<file path="src/rtl/ccnt_pkg.sv">
package ccnt_pkg;
    localparam int unsigned NIB_W = 4;

    typedef enum logic [1:0] {
        OP_HOLD = 2'd0,
        OP_LOAD = 2'd1,
        OP_INC  = 2'd2
    } slice_op_e;

    typedef struct packed {
        logic [NIB_W-1:0] cnt;
    } slice_state_t;
endpackage

</file>
<file path="src/rtl/ccnt_op_decode.sv">
module ccnt_op_decode
    import ccnt_pkg::*;
(
    input  logic      load_n,
    input  logic      par_en,
    input  logic      trk_en,
    output slice_op_e op
);
    // Load outranks both enables; counting needs both enables.
    always_comb begin
        if (!load_n)                op = OP_LOAD;
        else if (par_en && trk_en)  op = OP_INC;
        else                        op = OP_HOLD;
    end
endmodule

</file>
<file path="src/rtl/ccnt_slice.sv">
module ccnt_slice
    import ccnt_pkg::*;
(
    input  logic             clk,
    input  logic             clr_n,
    input  logic             load_n,
    input  logic             par_en,
    input  logic             trk_en,
    input  logic [NIB_W-1:0] din,
    output logic [NIB_W-1:0] q,
    output logic             tc
);
    localparam logic [NIB_W-1:0] ALL_ONES = {NIB_W{1'b1}};

    slice_op_e    op;
    slice_state_t st_d, st_q;

    ccnt_op_decode u_dec (
        .load_n (load_n),
        .par_en (par_en),
        .trk_en (trk_en),
        .op     (op)
    );

    always_comb begin
        st_d = st_q;
        unique case (op)
            OP_LOAD: st_d.cnt = din;
            OP_INC:  st_d.cnt = st_q.cnt + 1'b1;
            default: st_d.cnt = st_q.cnt;
        endcase
    end

    always_ff @(posedge clk or negedge clr_n) begin
        if (!clr_n) st_q <= '0;
        else        st_q <= st_d;
    end

    assign q  = st_q.cnt;
    assign tc = trk_en && (st_q.cnt == ALL_ONES);

    // load wins over both enables
    assert_slice_load_R3: assert property (@(posedge clk) disable iff (!clr_n)
        !load_n |=> q == $past(din));
    // both enables high -> step by one
    assert_slice_inc_R4: assert property (@(posedge clk) disable iff (!clr_n)
        (load_n && par_en && trk_en) |=> q == NIB_W'($past(q) + 1'b1));
    // either enable low -> hold
    assert_slice_hold_R5: assert property (@(posedge clk) disable iff (!clr_n)
        (load_n && !(par_en && trk_en)) |=> $stable(q));
    // carry only with trickle enable high
    assert_slice_tc_gate_R6: assert property (@(posedge clk) disable iff (!clr_n)
        tc |-> trk_en);
endmodule

</file>
<file path="src/rtl/casc_counter.sv">
module casc_counter
    import ccnt_pkg::*;
#(
    parameter int unsigned N_SLICES = 3,
    localparam int unsigned W = NIB_W * N_SLICES
) (
    input  logic         clk,
    input  logic         clr_n,
    input  logic         load_n,
    input  logic         cnt_en,
    input  logic         carry_in,
    input  logic [W-1:0] load_val,
    output logic [W-1:0] count,
    output logic         carry_out
);
    localparam logic [W-1:0] FULL = {W{1'b1}};

    logic [N_SLICES:0] trk_chain;
    assign trk_chain[0] = carry_in;

    for (genvar k = 0; k < N_SLICES; k++) begin : g_slice
        ccnt_slice u_slice (
            .clk    (clk),
            .clr_n  (clr_n),
            .load_n (load_n),
            .par_en (cnt_en),
            .trk_en (trk_chain[k]),
            .din    (load_val[k*NIB_W +: NIB_W]),
            .q      (count[k*NIB_W +: NIB_W]),
            .tc     (trk_chain[k+1])
        );
    end

    assign carry_out = trk_chain[N_SLICES];

    // clear forces zero, sampled at every edge while it is held
    assert_clear_zero_R2: assert property (@(posedge clk)
        !clr_n |-> count == '0);
    // full-width increment across all slices
    assert_wide_inc_R8: assert property (@(posedge clk) disable iff (!clr_n)
        (load_n && cnt_en && carry_in) |=> count == W'($past(count) + 1'b1));
    // final carry implies all ones with carry_in high
    assert_carry_full_R6: assert property (@(posedge clk) disable iff (!clr_n)
        carry_out |-> (carry_in && count == FULL));
    // a wrap to zero leaves carry low
    assert_wrap_low_R7: assert property (@(posedge clk) disable iff (!clr_n)
        (load_n && cnt_en && carry_in && count == FULL) |=> (count == '0 && !carry_out));
endmodule

</file>
<file path="config.mk">
export PLATFORM = sky130hd
export DESIGN_NAME = casc_counter
export DESIGN_NICKNAME = d
export VERILOG_FILES = /design/src/rtl/ccnt_pkg.sv /design/src/rtl/ccnt_op_decode.sv /design/src/rtl/ccnt_slice.sv /design/src/rtl/casc_counter.sv
export SDC_FILE = /design/constraint.sdc
export NUM_CORES = 1
export LEC_CHECK = 0
export BUFFER_PORTS_ARGS = -buffer_cell sky130_fd_sc_hd__buf_2
export CORE_MARGIN = 3
export CORE_UTILIZATION = 49
export DETAILED_ROUTE_END_ITERATION = 6
export PLACE_DENSITY_LB_ADDON = 0.3
export SLEW_MARGIN = 20
export SYNTH_ARGS = -nofsm -noshare
export SYNTH_HDL_FRONTEND = slang
export SYNTH_SLANG_ARGS = --single-unit
</file>
<file path="constraint.sdc">
create_clock -name clk -period 4 [get_ports clk]
set_input_delay 0.2 -clock clk [delete_from_list [all_inputs] [get_ports clk]]
set_output_delay 0.2 -clock clk [all_outputs]
set_load 0.05 [all_outputs]
</file>
==> metrics.md <==
| Metric | Value |
|---|---|
| Status | finished, final reports clean |
| Tmin final | 1778 ps |
| Most frequent cell after synthesis | dfrtp_1 |
| Register area share after synthesis | 0.4218 |
| PostCTS Resize Cnt | 0 |
| Worst Tran Pin Value | 397.5 ps |
| Initial DRC Count | 11 |
| Yosys top cell area share | 0.4218 |
| Global-route usage over all layers | 0.2029 |
| Clock Tree Buf Depth | 2 |
| EDFF count, synth | 0 |
| Diodes inserted | 0 |
| R2R cell count | 4 |
| WL/cell | 13.74 um |
| Share of cells above drive strength 1 | 0.3182 |
| Worst-path clk slew | 80 ps |
| Hold path depth | 3 |
| Post-Syn Area per Cell | 8.899 um2 |
| CTS Buf Count | 3 |
| Core Util, Final | 0.6726 |
| Cts-stage hold buffer count | 1 |
| Crit path arrival time | 1580 ps |
| Fin crit share | 0.4445 |
| Final Hold Vio Count | 0 |
| Setup TNS | 0 ps |
| Vias in the first global route | 615 |
| Post-synth top area cell | dfrtp_1 |
| Achievable clock frequency | 562.4 MHz |
| Pwr dens | 384.4 mW/mm2 |
| DIE AREA | 0.001946 mm2 |
| Detailed-route via count | 720 |
| # port buffers | 29 |
| Synth Instances | 80 |
| Final nets | 132 |
| Post-Synthesis Cell Area | 711.9 um2 |
| Placed inst area | 864.6 um2 |
| Die X | 44.12 um |
| Crit path kind | reg -> out |
| Row cnt | 13 |
| Crit end category | output pin |
| Max-cap violations | 0 |
| Top cells by area, synth | dfrtp_1 (42%), a31oi_1 (6.2%), or3_1 (6.2%), nand3_1 (5.6%), ha_1 (5.3%) |
| GRT overflow | 0 |
| Core box area | 0.001334 mm2 |
| Max reg flops | 12 |
| Global-route wire length before repair | 2870 um |
| Antenna violations before repair | 0 |
| Max VDD drop | 0.2668 mV |
| CTS tree | yes |
| Post-CTS setup buffer count | 0 |
| Fin. max-slew vios | 0 |
| Clock net sink count | 12 |
| Worst Hold Class | in -> reg |
| Antenna Nets Post-Route | 0 |
| Yosys cell types | 23 |
| Headroom to the max-slew limit | 0.7350 |
| Post-synth net total | 100 |
| Post-route DRC | 0 |
| Ys async rst share | 1.000 |
| Crit-path max FO | 9 |
| Aggregate routed wire length | 1718 um |
| H-Tree Depth | 1 |
| IO Pins | 30 |
| Area Overhead vs Synth | 26.01% |
| Crit path required time | 3800 ps |
| Type of origin of the critical path | flip-flop |
| Ys flop type | dfrtp_1 |
| Placer congestion estimate | 0.7639 |
| Final Setup Violations | 0 |
| Initial Util | 0.5338 |
| Final Power | 0.3449 mW |
| Leak Pwr | 0.3992 nW |
| Pin count of the biggest net entering global routing | 26 |
| Yosys warning count | 0 |
| Post-route cell area | 897.1 um2 |
| Vias/cell | 5.760 |
| Post-synth top cells | dfrtp_1 (12), nor2_1 (10), nand3_1 (8) |
| First drt pass iteration count | 4 |
| Die Ht | 44.12 um |
| Root buf cell | clkbuf_4 |
| Synth Register Bits | 12 |
| RSZ-0062 raised after global routing | false |
| Worst hold margin | 130.1 ps |
| Skew-Pair Late Insertion Delay | 280 ps |
| Skew final | 3.101 ps |
area by class of cell:
cell class	instances	area, um2
Tap cell	15	18.77
Multi-Input combinational cell	63	392.9
Inverter	2	7.507
Clock buffer	3	22.52
Sequential cell	12	300.3
Timing Repair Buffer	30	155.1
Fill cell	114	436.7
worst paths after layout:
kind	start	endpoint	slack, ps
min in group asynchronous	clr_n	g_slice[1].u_slice.q[3]$_DFFE_PN0P_	320
setup reg to reg	g_slice[0].u_slice.q[0]$_DFFE_PN0P_	g_slice[2].u_slice.q[3]$_DFFE_PN0P_	2390
hold / removal	load_val[9]	g_slice[2].u_slice.q[1]$_DFFE_PN0P_	130
hold reg to reg	g_slice[2].u_slice.q[3]$_DFFE_PN0P_	g_slice[2].u_slice.q[3]$_DFFE_PN0P_	600
setup / recovery	g_slice[0].u_slice.q[0]$_DFFE_PN0P_	carry_out	2220
max in group asynchronous	clr_n	g_slice[0].u_slice.q[2]$_DFFE_PN0P_	3450
metal layers:
| layer | vias up | routed length (um) | global-route usage |
|---|---|---|---|
| li1 | 364 | - | - |
| met3 | 5 | 98 | 0.03659 |
| met4 | 0 | 40 | 0.1084 |
| met1 | 330 | 738 | 0.2602 |
| met2 | 21 | 841 | 0.3227 |
| met5 | - | 0 | 0 |
critical path, cell delays in order, from the launching register on:
cell and delay (ps):
dfrtp_1 410, ha_1 230, nand3_2 160, nor3_1 220
buf_2 290
metrics by stage:
| step | instances | setup slack [ps] |
|---|---|---|
| 2_1_floorplan | 80 | 1580 |
| 3_3_place_gp | 121 | 2475 |
| 3_5_place_dp | 121 | 2407 |
| 4_1_cts | 125 | 2220 |
| 5_1_grt | 125 | 2130 |
| 6_report | 125 | 2222 |
where the power goes:
| part | internal (mW) | leakage, nW | switching (mW) |
|---|---|---|---|
| combinational | 0.0346 | 0.250 | 0.0827 |
| sequential | 0.134 | 0.135 | 0.0173 |
| clock | 0.0349 | 0.0138 | 0.0412 |
| total | 0.204 | 0.399 | 0.141 |
cells in the final DEF (no fill, tap or decap), drive strengths merged:
cell | synthesis | final
a21oi | 3 | 3
a2bb2oi | 1 | 1
a31oi | 7 | 7
buf | 0 | 29
clkbuf | 3 | 3
dfrtp | 12 | 12
dlygate4sd3 | 0 | 1
ha | 3 | 3
inv | 2 | 2
mux2i | 1 | 1
nand2 | 4 | 4
nand3 | 9 | 9
nand3b | 1 | 1
nand4 | 3 | 3
nor2 | 10 | 10
nor3 | 1 | 1
o211ai | 1 | 1
o21ai | 5 | 5
o21bai | 1 | 1
o31ai | 2 | 2
or3 | 7 | 7
or4 | 2 | 2
xor2 | 2 | 2
cells by family (layout without fill, tap and decap cells):
kind of cell	Yosys count	count (layout)	synth area share
flip-flops	12	12	0.4218
AO/OA/AOI/OAI	20	20	0.1722
AND/OR/NAND/NOR	37	37	0.2882
adder cells (fa/ha/maj)	3	3	0.05273
XOR/XNOR	2	2	0.02461
multiplexers	1	1	0.01406
buffers and inverters	5	35	0.02636
No activity file was read; power rests on OpenSTA's default activity.
